File: config.mk
export PLATFORM = sky130hd
export DESIGN_NAME = fuse_strobe_seq
export DESIGN_NICKNAME = d
export VERILOG_FILES = /design/src/rtl/fuse_seq_pkg.sv /design/src/rtl/fuse_rst_sync.sv /design/src/rtl/fuse_len_calc.sv /design/src/rtl/fuse_phase_ctr.sv /design/src/rtl/fuse_strobe_seq.sv
export SDC_FILE = /design/constraint.sdc
export NUM_CORES = 1
export LEC_CHECK = 0
export BUFFER_PORTS_ARGS = -buffer_cell sky130_fd_sc_hd__buf_2
export CELL_PAD_IN_SITES_DETAIL_PLACEMENT = 0
export CELL_PAD_IN_SITES_GLOBAL_PLACEMENT = 1
export CORE_MARGIN = 10
export CORE_UTILIZATION = 25
export CTS_BUF_LIST = sky130_fd_sc_hd__clkbuf_8
export DETAILED_ROUTE_END_ITERATION = 8
export GPL_ROUTABILITY_DRIVEN = 0
export PLACE_DENSITY_LB_ADDON = 0.15
export SYNTH_ARGS = -nofsm -noshare
export SYNTH_HDL_FRONTEND = slang
export SYNTH_SLANG_ARGS = --single-unit
File: constraint.sdc
create_clock -name clk -period 5.15 [get_ports clk]
set_clock_uncertainty 0.15 [all_clocks]
set_input_delay 0 -clock clk [delete_from_list [all_inputs] [get_ports clk]]
set_output_delay 0 -clock clk [all_outputs]
set_load 0.005 [all_outputs]
File: src/rtl/fuse_seq_pkg.sv
package fuse_seq_pkg;

  typedef enum logic [2:0] {
    PH_IDLE = 3'd0,
    PH_PRE  = 3'd1,
    PH_ACT  = 3'd2,
    PH_POST = 3'd3,
    PH_DONE = 3'd4
  } phase_e;

endpackage

File: src/rtl/fuse_rst_sync.sv
module fuse_rst_sync #(
  parameter int STAGES = 2
) (
  input  logic clk,
  input  logic rst_n,
  output logic rst_sync_n
);

  logic [STAGES-1:0] sync_q;

  always_ff @(posedge clk or negedge rst_n) begin
    if (!rst_n) sync_q <= '0;
    else        sync_q <= {sync_q[STAGES-2:0], 1'b1};
  end

  assign rst_sync_n = sync_q[STAGES-1];

endmodule

File: src/rtl/fuse_len_calc.sv
module fuse_len_calc #(
  parameter int RD_W  = 6,
  parameter int RLX_W = 4,
  parameter int PG_W  = 12,
  parameter int CW    = 14
) (
  input  logic             op_prog,
  input  logic [RD_W-1:0]  rd_cnt,
  input  logic [RLX_W-1:0] rlx_cnt,
  input  logic [PG_W-1:0]  pg_cnt,
  output logic [CW-1:0]    act_m1
);

  logic [CW-1:0] win_len;
  logic [CW-1:0] two_rlx;

  always_comb begin
    if (op_prog) win_len = CW'(pg_cnt) + CW'(1);
    else         win_len = CW'(rd_cnt) + CW'(1);
    two_rlx = (CW'(rlx_cnt) + CW'(1)) << 1;
    if (win_len > two_rlx) act_m1 = win_len - two_rlx - CW'(1);
    else                   act_m1 = '0;
  end

endmodule

File: src/rtl/fuse_phase_ctr.sv
module fuse_phase_ctr #(
  parameter int CW = 14
) (
  input  logic          clk,
  input  logic          rst_n,
  input  logic          en,
  input  logic          load,
  input  logic [CW-1:0] load_val,
  output logic          last_o
);

  logic [CW-1:0] cnt_q;
  logic [CW-1:0] cnt_d;

  always_comb begin
    cnt_d = cnt_q;
    if (load)                    cnt_d = load_val;
    else if (en && cnt_q != '0)  cnt_d = cnt_q - CW'(1);
  end

  always_ff @(posedge clk or negedge rst_n) begin
    if (!rst_n) cnt_q <= '0;
    else        cnt_q <= cnt_d;
  end

  assign last_o = (cnt_q == '0);

endmodule

File: src/rtl/fuse_strobe_seq.sv
module fuse_strobe_seq
  import fuse_seq_pkg::*;
#(
  parameter int RD_W  = 6,
  parameter int RLX_W = 4,
  parameter int PG_W  = 12,
  parameter int DW    = 32,
  localparam int PG_LSB  = 0,
  localparam int RLX_LSB = PG_LSB + PG_W,
  localparam int RD_LSB  = RLX_LSB + RLX_W,
  localparam int TW      = RD_LSB + RD_W
) (
  input  logic          clk,
  input  logic          rst_n,
  input  logic          start_i,
  input  logic          op_prog_i,
  input  logic [TW-1:0] timing_i,
  input  logic [DW-1:0] sense_data_i,
  output logic          strobe_o,
  output logic          relax_o,
  output logic          busy_o,
  output logic          done_o,
  output logic [DW-1:0] rdata_o
);

  localparam int MAXW = (PG_W > RD_W) ? PG_W : RD_W;
  localparam int CW   = ((MAXW > RLX_W) ? MAXW : RLX_W) + 2;

  logic          rst_int_n;
  phase_e        phase_q;
  phase_e        phase_d;
  logic [TW-1:0] tmg_q;
  logic          op_q;
  logic          accept;
  logic          ctr_load;
  logic [CW-1:0] ctr_val;
  logic          ctr_last;
  logic [CW-1:0] act_m1;
  logic          cap_en;
  logic [DW-1:0] rdata_q;

  fuse_rst_sync #(.STAGES(2)) u_rst (
    .clk        (clk),
    .rst_n      (rst_n),
    .rst_sync_n (rst_int_n)
  );

  assign accept = start_i && (phase_q == PH_IDLE);

  // Timing word and operation held for the whole access
  always_ff @(posedge clk or negedge rst_int_n) begin
    if (!rst_int_n) begin
      tmg_q <= '0;
      op_q  <= 1'b0;
    end else if (accept) begin
      tmg_q <= timing_i;
      op_q  <= op_prog_i;
    end
  end

  fuse_len_calc #(
    .RD_W(RD_W), .RLX_W(RLX_W), .PG_W(PG_W), .CW(CW)
  ) u_len (
    .op_prog (op_q),
    .rd_cnt  (tmg_q[RD_LSB +: RD_W]),
    .rlx_cnt (tmg_q[RLX_LSB +: RLX_W]),
    .pg_cnt  (tmg_q[PG_LSB +: PG_W]),
    .act_m1  (act_m1)
  );

  // Next-phase and counter-load logic
  always_comb begin
    phase_d  = phase_q;
    ctr_load = 1'b0;
    ctr_val  = '0;
    cap_en   = 1'b0;
    unique case (phase_q)
      PH_IDLE: begin
        if (accept) begin
          phase_d  = PH_PRE;
          ctr_load = 1'b1;
          ctr_val  = CW'(timing_i[RLX_LSB +: RLX_W]);
        end
      end
      PH_PRE: begin
        if (ctr_last) begin
          phase_d  = PH_ACT;
          ctr_load = 1'b1;
          ctr_val  = act_m1;
        end
      end
      PH_ACT: begin
        if (ctr_last) begin
          phase_d  = PH_POST;
          ctr_load = 1'b1;
          ctr_val  = CW'(tmg_q[RLX_LSB +: RLX_W]);
          cap_en   = !op_q;
        end
      end
      PH_POST: begin
        if (ctr_last) phase_d = PH_DONE;
      end
      PH_DONE: phase_d = PH_IDLE;
      default: phase_d = PH_IDLE;
    endcase
  end

  always_ff @(posedge clk or negedge rst_int_n) begin
    if (!rst_int_n) phase_q <= PH_IDLE;
    else            phase_q <= phase_d;
  end

  fuse_phase_ctr #(.CW(CW)) u_ctr (
    .clk      (clk),
    .rst_n    (rst_int_n),
    .en       (phase_q != PH_IDLE),
    .load     (ctr_load),
    .load_val (ctr_val),
    .last_o   (ctr_last)
  );

  always_ff @(posedge clk or negedge rst_int_n) begin
    if (!rst_int_n)  rdata_q <= '0;
    else if (cap_en) rdata_q <= sense_data_i;
  end

  assign strobe_o = (phase_q == PH_ACT);
  assign relax_o  = (phase_q == PH_PRE) || (phase_q == PH_POST);
  assign done_o   = (phase_q == PH_DONE);
  assign busy_o   = (phase_q != PH_IDLE);
  assign rdata_o  = rdata_q;

endmodule

# Yosys cells after proc, flatten, opt, wreduce, memory -nomap -nowiden
# Cells that the tools add are included.
# op_classes
addsub,6
n_lt_le_gt_ge,1
n_eq_ne,8
mux,18
reduce_logical,11
# op_table
operator,n
14-bit two-way mux,5
14-bit one-hot mux with 3 select lines,1
14-bit by 1-bit subtractor with 14-bit output (second input constant),2
14-bit > comparator,1
14-bit logical NOT,1
14-bit nonzero test,1
14-bit subtractor,1
12-bit by 1-bit adder with 13-bit output (second input constant),1
3-bit two-way mux,4
3-bit one-hot mux with 4 select lines,1
4-bit two-way mux,2
6-bit by 1-bit adder with 7-bit output (second input constant),1
3-bit by 2-bit equality test with 1-bit output (second input constant),2
2-bit != test (second input constant),3
4-bit by 1-bit adder with 5-bit output (second input constant),1
1-bit two-way mux,4
4-bit AND reduction,1
3-bit by 1-bit equality test with 1-bit output (second input constant),1
3-bit equality test (second input constant),1
3-bit logical NOT,1
3-bit nonzero test,1
1-bit logical AND,2
2-bit by 1-bit != test with 1-bit output (second input constant),1
1-bit one-hot mux with 2 select lines,1
other kinds (4),4
# word_totals
reg_bits,74
output_inout_bits,36

# Logic depth before layout (Yosys ltp)
# depth
word_depth,8
depth_mapped,15
depth_no_buf,13

# Hierarchy
# A second synthesis with hierarchy kept.
# hier_totals
cells_unflattened,422
area_unflattened_um2,4563.1
# modules_own_cells
module,n_inst,cells_each,area_each_um2,seq_area_each_um2
fuse_strobe_seq,1,168,2549.9,1451.4
fuse_len_calc,1,148,1067.3,0.0
fuse_phase_ctr,1,103,892.1,350.3
fuse_rst_sync,1,3,53.8,50.0

# Least setup slack after synthesis
# No wires, ideal clock.
# synth_timing
path_type,register -> register
from,register op_q
to,register u_ctr.cnt_q[9]
arrival_ns,2.843
t_required_ns,4.858
path_slack_ns,2.014
stages_incl_launch_ff,12
cell_sequence,dfrtp_1 -> clkbuf_1 -> clkbuf_1 -> o21ai_0 -> ha_1 -> and2_1 -> a221oi_1 -> a21oi_1 -> a2111oi_0 -> nand2_1 -> a32oi_1 -> o221ai_1
# synth_via
elab_chain_len,7
word_cells_on_any_way,8
cone_classes,2 x add/sub; 1 x order compare; 5 x mux
# synth_lines
item,line_no,source
"start, declared",fuse_strobe_seq.sv:33,logic op_q;
"start signal, assigned",fuse_strobe_seq.sv:57,op_q <= op_prog_i;
14-bit two-way mux (*),fuse_len_calc.sv:18,if (op_prog) win_len = CW'(pg_cnt) + CW'(1);
14-bit subtractor,fuse_len_calc.sv:21,if (win_len > two_rlx) act_m1 = win_len - two_rlx - CW'(1);
14-bit by 1-bit subtractor with 14-bit output,fuse_len_calc.sv:21,
14-bit two-way mux (*),fuse_len_calc.sv:21,
14-bit two-way mux (*),fuse_strobe_seq.sv:86,if (ctr_last) begin
14-bit one-hot mux with 3 select lines (*),fuse_strobe_seq.sv:77,unique case (phase_q)
14-bit two-way mux (*),fuse_phase_ctr.sv:17,if (load) cnt_d = load_val;
"end signal, assigned",fuse_phase_ctr.sv:23,else cnt_q <= cnt_d;
"end, declared",fuse_phase_ctr.sv:12,logic [CW-1:0] cnt_q;
# Mark *: on every way between the ends. The rest lies on a longest branch, timed or not.
# A chain may end at the register's enable or synchronous reset.

# Worst setup path in the final report
# layout_timing
from,register tmg_q[0]
to,register u_ctr.cnt_q[11]
# layout_via
elab_chain_len,8
word_cells_on_any_way,9
cone_classes,3 x add/sub; 1 x order compare; 5 x mux
# layout_lines
item,line_no,source
"start, declared",fuse_strobe_seq.sv:32,logic [TW-1:0] tmg_q;
"start signal, assigned",fuse_strobe_seq.sv:56,tmg_q <= timing_i;
12-bit by 1-bit adder with 13-bit output (*),fuse_len_calc.sv:18,
14-bit two-way mux (*),fuse_len_calc.sv:18,
14-bit subtractor,fuse_len_calc.sv:21,
14-bit by 1-bit subtractor with 14-bit output,fuse_len_calc.sv:21,
14-bit two-way mux (*),fuse_len_calc.sv:21,
14-bit two-way mux (*),fuse_strobe_seq.sv:86,
14-bit one-hot mux with 3 select lines (*),fuse_strobe_seq.sv:77,
14-bit two-way mux (*),fuse_phase_ctr.sv:17,
# Marked as above.

==> results.cfg <==
[yosys]
synth-adder-area-share_pct = 4.12
yosys.cell_types.count = 61
synth_xor_area_share_pct = 6.36
synth_top_family_by_area = multiplexers
synthMuxAreaShare_pct = 14.7
synth_area_um2 = 4130
seq_area_frac_synth_pct = 44.8
synth_simple_gate_area_share_pct = 13.4
avgSynthCellArea_um2 = 10.6
syn_nets = 462
synthTopCellsByArea = dfrtp_1 45%, mux2_2 14%, ha_1 3.6%, xor2_1 3.4%, xnor2_1 3.0%
synth.most_common_cell = dfrtp_1
synth-edff-count = 0
ys_dominant_reg_cell = dfrtp_1
syn-instance-count = 391
synth_top_area_share_pct = 44.8
synth_compound_area_share_pct = 13.3
synth_top_area_cell = dfrtp_1
ys_ff_latch = 74
synth_common_cells = 74 x dfrtp_1, 52 x mux2_2, 27 x nand2_1
async_reset_ff_share_pct = 100
yosysWarnings = 0

[clock_tree]
numCtsBuffers = 9
hold_buffers = 58
htree_num_levels = 3
cts_root_buffer = clkbuf_8
clk_latency_ns = 0.36
cts_tree = yes
clkTransAtPathRegs_ns = 0.08
ctsResizeCount = 0
cts.sinks = 74
cts_buffer_depth = 2
postCtsSetupBuffers = 0

[setup_path]
cpPeakStageDelay_ns = 0.58
path_max_fanout = 9
cp_common_cell = ha_1
cp.arrival_ns = 3.61
startpoint_type = flip-flop
cp_slowest_cell = a211oi_1
rrSetupSlack_ns = 1.60
worstSetupPathType = flip-flop to flip-flop
required_ns = 5.21
reg2reg_from = tmg_q[0]
reg2regPathDepth = 12
critPathCaptureType = flip-flop
cp_cell_sequence = ha_1 -> xor2_1 -> nand2_1 -> o21ai_0 -> ha_1 -> and2_1 -> a221oi_1 -> a21oi_1 -> a211oi_1 -> a311oi_1 -> a31oi_1 -> o211ai_1
r2r-end = u_ctr.cnt_q[11]

[placement]
dp_hpwl_um = 8470
dp_cells = 688
port_buffers = 93

[layout]
fin_util_pct = 35.1
layout-drive-gt1-share_pct = 31.9
antenna_cells = 0
layout.nets = 612
stdcell_count = 761
n_fill_cell = 1630
syn_to_final_growth_pct = 36.4

[timing]
setup-violations-final = 0
worstMarginPinSlew_ns = 0.750
rsz0062_at_grt = false
relSlewSlack_pct = 50.0
fin_crit_sh_pct = 68.9
hold_viol_final = 0
slew_violations = 0
tns_ns = 0
max_freq_mhz = 282
fin_crit_ns = 3.55

[route]
viasPerCell = 4.57
remaining_drc_errors = 0
drtIter0Drc = 147
vias = 3479
drt_pass1_iterations = 4
drtAntennaViolNets = 0
wl_per_cell_um = 15.1
wirelength_um = 11500

[die]
dieArea_um2 = 22100
start_util_pct = 25.7
core-area_um2 = 16100
fp-row-count = 46
die_h_um = 149
die_width_um = 149
num_io_pins = 94

[flow_run]
maxCapViolations = 0

[global_routing]
grt_max_degree = 43
grt_first_pass_wirelength_um = 19600
grt_use_total_pct = 11.0
gr-total-overflow = 0
grt_pass1_vias = 3723
antenna_found_initial = 0

[outcome]
outcome = finished, final reports clean

[pwr]
p_leak_nw = 2.62
vdd_ir_drop_max_mv = 0.145
powerDensity_nw_per_um2 = 273

[min_path]
hold_class = flip-flop to async pin
flip-flops by register name (all words and copies together), names as in the netlist:
name          count
tmg_q            22
u_ctr.cnt_q      14
rdata_o          32
u_rst.sync_q      2
phase_q           3
op_q              1
final cells by class:
class                           count  area (um^2)  share of cell area [%]
Multi-Input combinational cell    286         2140                    38.0
Clock buffer                        9          124                    2.20
Timing Repair Buffer              154         1070                    19.0
Sequential cell                    74         1850                    32.9
Tap cell                          216          270                    4.80
Inverter                           16         60.1                    1.07
Clock inverter                      6          116                    2.06
critical path, delay by kind of cell (launching register included):
kind | cells | cell delay, ns
AOI/OAI and AO/OA | 7 | 1.68
adders and majority gates | 2 | 0.68
DFF | 1 | 0.48
and+or+nand+nor | 2 | 0.28
xor gates and xnor gates | 1 | 0.15
per-stage QoR:
step	hold slack, ns	worst slack [ns]	power (mW)	area [um^2]
after floorplan	-0.446	2.01	0.881	4130
after global routing	0.217	1.32	1.65	5640
after detailed placement	-0.360	1.66	0.963	4810
final	0.163	1.60	1.54	5640
after CTS	0.199	1.64	1.58	5640
after global placement	-0.364	1.80	0.961	4810
worst max-delay path by stage:
stage | startpoint | endpoint | slack (ns)
after global routing | tmg_q[0] | u_ctr.cnt_q[11] | 1.32
after floorplan | op_q | u_ctr.cnt_q[9] | 2.01
final | tmg_q[0] | u_ctr.cnt_q[11] | 1.60
after global placement | tmg_q[0] | u_ctr.cnt_q[11] | 1.80
after detailed placement | tmg_q[0] | u_ctr.cnt_q[11] | 1.66
after CTS | tmg_q[0] | u_ctr.cnt_q[11] | 1.64
power breakdown:
part           switching, mW  leakage, nW  internal (mW)  total (mW)
logic                  0.134         1.55          0.152       0.286
registers             0.0661        0.954          0.632       0.698
clock network          0.234        0.119          0.322       0.555
total                  0.434         2.62           1.10        1.54
per-layer routing:
metal | part of all wire (%) | up-vias | global-route usage [%]
li1 | - | 1719 | -
met3 | 3.3 | 10 | 2.58
met4 | 1.1 | 0 | 3.57
met5 | 0 | - | 0
met2 | 50 | 59 | 18.3
met1 | 45 | 1691 | 13.6
cells in the final DEF, fill, tap and decap left out, types with 3 or more instances in the layout:
cell type      netlist  final
nand2_1             27     27
bufinv_16            0      3
and2_1               3      3
mux2_2              52     52
xnor2_1             14     14
nor3_1               6      6
clkbuf_8             0      9
and3_1               4      4
nor2_1              26     26
dfrtp_1             74     73
a21o_1               4      4
clkinv_4             0      3
o221ai_1             5      5
a21oi_1             20     20
nand3_1             18     18
buf_4                3      3
nand4_1              4      4
o21a_1               3      3
o21ai_0             18     18
a221oi_1             3      3
xor2_1              16     16
or3_1                4      4
inv_1               16     16
ha_1                12     12
buf_2                0     93
dlygate4sd3_1        0     58
a31oi_1              4      4
cell families after synthesis:
family | count (synthesis)
other | 1
and+or+nand+nor | 107
xor gates and xnor gates | 30
muxes | 54
adders and majority gates | 13
AOI/OAI and AO/OA | 81
DFF | 74
buffers and inverters | 31
Note: power is estimated with default switching activity, not from simulation.
